$ cat src/rtl/tlb_rand_pkg.sv
package tlb_rand_pkg;
  localparam int SEED_W = 32;
  localparam int DRAW_W = SEED_W / 2;
  localparam logic [SEED_W-1:0] LCG_MUL   = 32'd1103515245;
  localparam logic [SEED_W-1:0] LCG_INC   = 32'd12345;
  localparam logic [SEED_W-1:0] SEED_INIT = 32'd1;

  typedef enum logic [0:0] {
    ST_IDLE = 1'b0,
    ST_DRAW = 1'b1
  } rand_state_e;
endpackage

$ cat src/rtl/tlb_lcg_step.sv
module tlb_lcg_step
  import tlb_rand_pkg::*;
(
  input  logic [SEED_W-1:0] seed_i,
  output logic [SEED_W-1:0] seed_o
);
  // Multiply-add, wrapping at the seed width
  always_comb begin
    seed_o = seed_i * LCG_MUL + LCG_INC;
  end
endmodule

$ cat src/rtl/tlb_mod_div.sv
module tlb_mod_div #(
  parameter int NUM_W = 16,
  parameter int DEN_W = 5
) (
  input  logic             clk,
  input  logic             rst,
  input  logic             start_i,
  input  logic [NUM_W-1:0] num_i,
  input  logic [DEN_W-1:0] den_i,
  output logic             done_o,
  output logic [DEN_W-1:0] rem_o
);
  localparam int CNT_W = $clog2(NUM_W + 1);

  logic [NUM_W-1:0] num_q;
  logic [DEN_W-1:0] rem_q;
  logic [CNT_W-1:0] cnt_q;
  logic             done_q;
  logic [DEN_W:0]   trial;
  logic [DEN_W:0]   diff;

  // one restoring step: bring in the next dividend bit, subtract if it fits
  always_comb begin
    trial = {rem_q, num_q[NUM_W-1]};
    diff  = trial - {1'b0, den_i};
  end

  always_ff @(posedge clk) begin
    if (rst) begin
      num_q  <= '0;
      rem_q  <= '0;
      cnt_q  <= '0;
      done_q <= 1'b0;
    end else if (start_i) begin
      num_q  <= num_i;
      rem_q  <= '0;
      cnt_q  <= CNT_W'(NUM_W);
      done_q <= 1'b0;
    end else if (cnt_q != '0) begin
      num_q  <= num_q << 1;
      rem_q  <= diff[DEN_W] ? trial[DEN_W-1:0] : diff[DEN_W-1:0];
      cnt_q  <= cnt_q - 1'b1;
      done_q <= (cnt_q == CNT_W'(1));
    end else begin
      done_q <= 1'b0;
    end
  end

  assign done_o = done_q;
  assign rem_o  = rem_q;


  rem_bound_chk: assert property (@(posedge clk) disable iff (rst)
    done_q |-> (rem_q < den_i));
endmodule

$ cat src/rtl/tlb_rand_idx.sv
module tlb_rand_idx
  import tlb_rand_pkg::*;
#(
  parameter int TLB_SIZE = 16,
  parameter int IDX_W    = $clog2(TLB_SIZE)
) (
  input  logic             clk,
  input  logic             rst,
  input  logic             req_i,
  input  logic [IDX_W-1:0] wired_i,
  output logic [IDX_W-1:0] idx_o,
  output logic             valid_o,
  output logic             busy_o
);
  localparam int RNG_W = $clog2(TLB_SIZE + 1);
  localparam logic [RNG_W-1:0] SIZE_C = RNG_W'(TLB_SIZE);
  localparam logic [IDX_W-1:0] LAST_C = IDX_W'(TLB_SIZE - 1);

  rand_state_e       state_q;
  logic [SEED_W-1:0] seed_q, seed_nx;
  logic [IDX_W-1:0]  wired_q, prev_q, idx_q;
  logic              valid_q;
  logic [RNG_W-1:0]  win_req, win_q;
  logic              accept, shortcut, div_start, div_done, take;
  logic [RNG_W-1:0]  div_rem;
  logic [IDX_W-1:0]  cand;

  tlb_lcg_step u_lcg (
    .seed_i (seed_q),
    .seed_o (seed_nx)
  );

  tlb_mod_div #(
    .NUM_W (DRAW_W),
    .DEN_W (RNG_W)
  ) u_div (
    .clk     (clk),
    .rst     (rst),
    .start_i (div_start),
    .num_i   (seed_nx[SEED_W-1 -: DRAW_W]),
    .den_i   (win_q),
    .done_o  (div_done),
    .rem_o   (div_rem)
  );

  always_comb begin
    win_req   = SIZE_C - RNG_W'(wired_i);
    accept    = (state_q == ST_IDLE) && req_i;
    shortcut  = accept && (win_req == RNG_W'(1));
    cand      = IDX_W'(div_rem) + wired_q;
    take      = (state_q == ST_DRAW) && div_done && (cand != prev_q);
    div_start = (accept && !shortcut) ||
                ((state_q == ST_DRAW) && div_done && (cand == prev_q));
  end

  always_ff @(posedge clk) begin
    if (rst) begin
      state_q <= ST_IDLE;
      seed_q  <= SEED_INIT;
      wired_q <= '0;
      win_q   <= SIZE_C;
      prev_q  <= '0;
      idx_q   <= '0;
      valid_q <= 1'b0;
    end else begin
      valid_q <= 1'b0;
      if (div_start) seed_q <= seed_nx;
      if (accept) begin
        wired_q <= wired_i;
        win_q   <= win_req;
      end
      if (shortcut) begin
        idx_q   <= LAST_C;
        prev_q  <= LAST_C;
        valid_q <= 1'b1;
      end else if (accept) begin
        state_q <= ST_DRAW;
      end
      if (take) begin
        idx_q   <= cand;
        prev_q  <= cand;
        valid_q <= 1'b1;
        state_q <= ST_IDLE;
      end
    end
  end

  assign idx_o   = idx_q;
  assign valid_o = valid_q;
  assign busy_o  = (state_q == ST_DRAW);


  window_chk: assert property (@(posedge clk) disable iff (rst)
    valid_o |-> (idx_o >= wired_q));

  no_repeat_chk: assert property (@(posedge clk) disable iff (rst)
    (valid_o && win_q != RNG_W'(1)) |-> (idx_o != $past(prev_q)));

  shortcut_chk: assert property (@(posedge clk) disable iff (rst)
    (valid_o && win_q == RNG_W'(1)) |-> (idx_o == LAST_C && seed_q == $past(seed_q)));

  valid_idle_chk: assert property (@(posedge clk) disable iff (rst)
    busy_o |-> !valid_o);

  busy_hold_chk: assert property (@(posedge clk) disable iff (rst)
    (busy_o && !div_done) |=> $stable(wired_q));
endmodule

$ cat config.mk
export PLATFORM = sky130hd
export DESIGN_NAME = tlb_rand_idx
export DESIGN_NICKNAME = d
export VERILOG_FILES = /design/src/rtl/tlb_rand_pkg.sv /design/src/rtl/tlb_lcg_step.sv /design/src/rtl/tlb_mod_div.sv /design/src/rtl/tlb_rand_idx.sv
export SDC_FILE = /design/constraint.sdc
export NUM_CORES = 1
export LEC_CHECK = 0
export ABC_AREA = 1
export CORE_AREA = 2 2 143 145
export DETAILED_ROUTE_END_ITERATION = 10
export DIE_AREA = 0 0 145 147
export PLACE_DENSITY = 0.82
export SYNTH_ARGS = -nofsm -noshare
export SYNTH_HDL_FRONTEND = slang
export SYNTH_SLANG_ARGS = --single-unit
$ cat constraint.sdc
create_clock -name clk -period 7.25 [get_ports clk]
set_clock_uncertainty 0.05 [all_clocks]
set_input_delay 0.725 -clock clk [delete_from_list [all_inputs] [get_ports clk]]
set_output_delay 0.725 -clock clk [all_outputs]
set_load 0.02 [all_outputs]
[Word level (Yosys, flattened, before mapping)]
Cells that the tools add are included.
Cells by class
  bitwise gates (word level): 3
  muxes and demuxes: 9
  eq/ne operators: 4
  multipliers: 1
  $add $sub $neg: 5
  reduce and logical (&&, ||, !) cells: 15
Operators with widths (number)
  32-bit by 14-bit adder with 32-bit output (second input constant): 1
  32-bit by 31-bit multiplier with 32-bit output (second input constant): 1
  16-bit two-way mux: 2
  5-bit two-way mux: 3
  5-bit by 1-bit equality test with 1-bit output (second input constant): 2
  4-bit two-way mux: 2
  1-bit logical AND: 6
  6-bit by 5-bit subtractor with 6-bit output: 1
  5-bit nonzero test: 1
  5-bit by 1-bit subtractor with 5-bit output (second input constant): 1
  5-bit by 4-bit subtractor with 5-bit output (first input constant): 1
  4-bit adder: 1
  4-bit equality test: 1
  4-bit != test: 1
  2-bit nonzero test: 2
  2-bit OR reduction: 2
  1-bit inverter: 3
  3-bit OR reduction: 1
  1-bit two-way mux: 2
  2-bit AND reduction: 1
  1-bit logical NOT: 1
  1-bit logical OR: 1
Storage, ports and cells
  bits in registers: 74
  output and inout port bits: 6
  word-level logic and storage cells: 48

[Depth between registers and ports, before layout]
  word-level depth: 7
  mapped depth: 29
  gate-level depth less buffers: 29

[Hierarchy]
Synthesis repeated with hierarchy kept, for this count alone.
Second synthesis, totals
  cells, all modules: 1702
  area total of the unflattened synthesis: 13560.5 µm²
Modules (own cells, without submodules)
  tlb_lcg_step: cells each 1171, instances 1, area each 9801.9 µm², seq. area each 0.0 µm²
  tlb_rand_idx: cells each 332, instances 1, area each 2326.0 µm², seq. area each 920.9 µm²
  tlb_mod_div: cells each 199, instances 1, area each 1432.6 µm², seq. area each 540.5 µm²

[Least setup slack after synthesis]
Ideal clock, no wire load.
  kind: register to register
  start: register seed_q[7]
  end: register seed_q[26]
  setup slack: 1388 ps
  arrival: 5675 ps
  cell stages (with the launch flop): 25
  path buffers: 0
  cell sequence: dfxtp_1 -> ha_1 -> xor2_1 -> ha_1 -> o21bai_1 -> fa_1 -> inv_1 -> fa_1 -> inv_1 -> fa_1 -> fa_1 -> fa_1 -> inv_1 -> fa_1 -> inv_1 -> ha_1 -> a21oi_1 -> o21ai_0 -> a31oi_1 -> nand3_1 -> nand2_1 -> nand2_1 -> xor2_1 -> nand2_1 -> o22ai_1
On the way
  longest elaborated chain between the ends: 2
Ends and longest elaborated chain
  from (decl): line tlb_rand_idx.sv:20  | logic [SEED_W-1:0] seed_q, seed_nx;
  from (signal assigned): line tlb_rand_idx.sv:67  | if (div_start) seed_q <= seed_nx;
  32-bit by 31-bit multiplier with 32-bit output: line tlb_lcg_step.sv:9  | seed_o = seed_i * LCG_MUL + LCG_INC;
  32-bit by 14-bit adder with 32-bit output: line tlb_lcg_step.sv:9
No other way between the ends.
A chain may end at the register's enable or synchronous reset.

[Final worst setup path]
  start: register seed_q[7]
  end: register u_div.num_q[10]
On the way
  longest elaborated chain between the ends: 3
Ends and longest elaborated chain
  32-bit by 31-bit multiplier with 32-bit output: line tlb_lcg_step.sv:9
  32-bit by 14-bit adder with 32-bit output: line tlb_lcg_step.sv:9
  16-bit two-way mux: line tlb_mod_div.sv:34  | end else if (start_i) begin
  to (signal assigned): line tlb_mod_div.sv:35  | num_q <= num_i;
  to (signal assigned): line tlb_mod_div.sv:40  | num_q <= num_q << 1;
  to (decl): line tlb_mod_div.sv:15  | logic [NUM_W-1:0] num_q;
No other way between the ends.

==> flow_metrics.env <==
export IMPL_status="finished, final reports clean"
export IMPL_route_detailed_drc=0
export IMPL_gp_congestion=1.02
export IMPL_worst_pin_slew_ns=0.931
export IMPL_cp_end_kind="register"
export IMPL_hold_viol=0
export IMPL_h_tree_depth=3
export IMPL_hold_slack_ns=0.426
export IMPL_ctsRootBufferMaster="clkbuf_16"
export IMPL_drive_above_1_share_pct=3.05
export IMPL_cts_hold_buf=0
export IMPL_rsz0062_at_grt="false"
export IMPL_drt_initial_drc_count=695
export IMPL_vias=9787
export IMPL_final_area_um2=13500
export IMPL_nFillCells=1557
export IMPL_globalRouteMet1Util_pct=43.9
export IMPL_layout_min_cycle_time_ns=6.83
export IMPL_yosys_warnings=0
export IMPL_synth_area_leaders="fa_1, ha_1, inv_1"
export IMPL_drt_pass1_iter_count=5
export IMPL_io_pins=13
export IMPL_wl_um=33400
export IMPL_final_net_count=1953
export IMPL_syn_num_nets=1939
export IMPL_antenna_cells=0
export IMPL_worstPathArrival_ns=7.06
export IMPL_grt_ovfl_total=0
export IMPL_pre_cts_slack_ns=0.539
export IMPL_cp_max_fo=9
export IMPL_grtUsageTotal_pct=33.6
export IMPL_coreArea_um2=19800
export IMPL_use_met3_pct=3.51
export IMPL_numCtsBuffers=9
export IMPL_setup_viol=0
export IMPL_required_ns=7.48
export IMPL_max_freq_mhz=146
export IMPL_ant_nets=0
export IMPL_fin_ws_ns=0.423
export IMPL_antenna_found_initial=0
export IMPL_synthToLayoutAreaGrowth_pct=5.51
export IMPL_avgViaCountPerCell=5.40
export IMPL_grt_pass1_vias=10444
export IMPL_synth_most_common_cell="inv_1"
export IMPL_post_cts_buffers=0
export IMPL_drv_slew=0
export IMPL_portBuffers=12
export IMPL_cp_start_kind="register"
export IMPL_grt_max_degree=36
export IMPL_post_dp_hpwl_um=29100
export IMPL_cts_resized=0
export IMPL_synth_distinct_cells=40
export IMPL_die_x_um=145
export IMPL_synthArstFlopShare_pct=0
export IMPL_yosysTopAreaCellShare_pct=29.9
export IMPL_clk_pin_slew_ns=0.06
export IMPL_ctsLongestPathBuffers=2
export IMPL_grt_busiest_layer="met2"
export IMPL_netlist_top_cells_count="inv_1, ha_1, fa_1, nand2_1, dfxtp_1"
export IMPL_avgSynthCellArea_um2=8.40
export IMPL_rows=52
export IMPL_cts_sinks=73
export IMPL_hold_class="register to register"
export IMPL_criticalPathCategory="register to register"
export IMPL_use_met2_pct=56.2
export IMPL_multiInputGateArea_um2=9400
export IMPL_start_util_pct=64.5
export IMPL_syn_area_um2=12800
export IMPL_clkLatencyLatePin_ns=0.35
export IMPL_synth_seq_area_share_pct=11.4
export IMPL_die_area_um2=21300
export IMPL_die_h_um=147
export IMPL_synth_seq_cells=73
export IMPL_slew_headroom_pct=37.9
export IMPL_ff_latch_area_um2=1460
export IMPL_synth_top_cell_by_area="fa_1"
export IMPL_cts_tree="yes"
export IMPL_synth_edf_count=0
export IMPL_period_share_pct=94.2
export IMPL_cap_violations=0
export IMPL_grt_pass1_wl_um=55100
export IMPL_fin_tns_setup_ns=0
export IMPL_ys_flop_type="dfxtp_1"
export IMPL_post_drt_wl_per_cell_um=18.4
export IMPL_syn_inst=1523
export IMPL_dpl_cell_area_um2=13200
## final cells by class
cell class | instances | area share, %
multi-input combinational | 949 | 69.6
inverter | 484 | 13.5
sequential | 73 | 10.8
tap | 270 | 2.50
clock buffer | 9 | 1.67
timing repair buffer | 20 | 1.33
clock inverter | 7 | 0.584
## sequential cells by signal, indices dropped and copies added, names as in the netlist
name,cells
wired_q,4
u_div.done_o,1
idx_o,4
seed_q,32
busy_o,1
win_q,4
valid_o,1
u_div.cnt_q,5
u_div.num_q,16
u_div.rem_o,5
## stage by stage
step | utilization [%] | cells
floorplan | - | 1523
global placement | 66.5 | 1796
detailed placement | 66.5 | 1796
CTS | 68.0 | 1812
global route | 68.0 | 1812
finish | 68.0 | 1812
## logic make-up (layout without fill, tap and decap cells)
logic type      after synthesis  count (layout)  share of synthesized area, %
compound gates              192             192                          8.81
xor+xnor                     50              50                          3.42
fa+ha+maj                   409             409                          51.2
buf+inv                     501             520                          15.1
flops                        73              73                          11.4
mux                           1               1                        0.0782
simple gates                297             297                          9.93
## routing by layer
metal	vias up	routed length, um	share of wire, %
met5	-	0	0
met4	0	1950	5.8
met3	96	1750	5.2
met2	341	15900	47
met1	4699	13900	41
li1	4651	-	-
## worst max-delay path: stages (launching register included)
cell and delay, ns:
dfxtp_1 0.62, ha_1 0.40, xor2_1 0.20, ha_1 0.19
o21bai_1 0.20, fa_1 0.50, inv_1 0.05, fa_1 0.49
inv_1 0.06, fa_1 0.48, fa_1 0.51, fa_1 0.50
inv_1 0.07, fa_1 0.49, inv_1 0.05, ha_1 0.35
a21oi_1 0.35, o21ai_0 0.13, a31oi_1 0.24, nand3_1 0.22
nand2_1 0.12, nand2_1 0.08, xor2_1 0.14, nand2_1 0.10
a21oi_1 0.15
## path summary, 6_finish.rpt
kind	start	to	slack, ns	cells after the start
setup / recovery	seed_q[7]	u_div.num_q[10]	0.42	24
hold reg to reg	u_div.num_q[0]	u_div.num_q[0]	0.43	2
setup reg to reg	seed_q[7]	u_div.num_q[10]	0.42	24
hold / removal	u_div.num_q[0]	u_div.num_q[0]	0.43	2
## cells in the final DEF (no fill, tap or decap), types with 6 or more instances in the layout
| cell type | synthesis | final |
|---|---|---|
| nand3_1 | 50 | 50 |
| buf_4 | 0 | 8 |
| o22ai_1 | 15 | 15 |
| dfxtp_1 | 73 | 73 |
| clkdlybuf4s50_1 | 0 | 12 |
| o21ai_0 | 58 | 58 |
| xnor2_1 | 23 | 23 |
| nor3_1 | 10 | 10 |
| ha_1 | 218 | 218 |
| o31ai_1 | 15 | 15 |
| o22ai_2 | 7 | 7 |
| o211ai_1 | 6 | 6 |
| clkbuf_16 | 0 | 9 |
| nand2_1 | 169 | 169 |
| o21bai_1 | 6 | 6 |
| a21oi_1 | 69 | 69 |
| xor2_1 | 27 | 27 |
| nor2_1 | 47 | 47 |
| fa_1 | 191 | 191 |
| inv_1 | 481 | 481 |
| o21ai_1 | 6 | 6 |
Power is left out: the tool's default activity adds up to more than one toggle a clock period on the data nets, which glitch-free logic cannot reach.
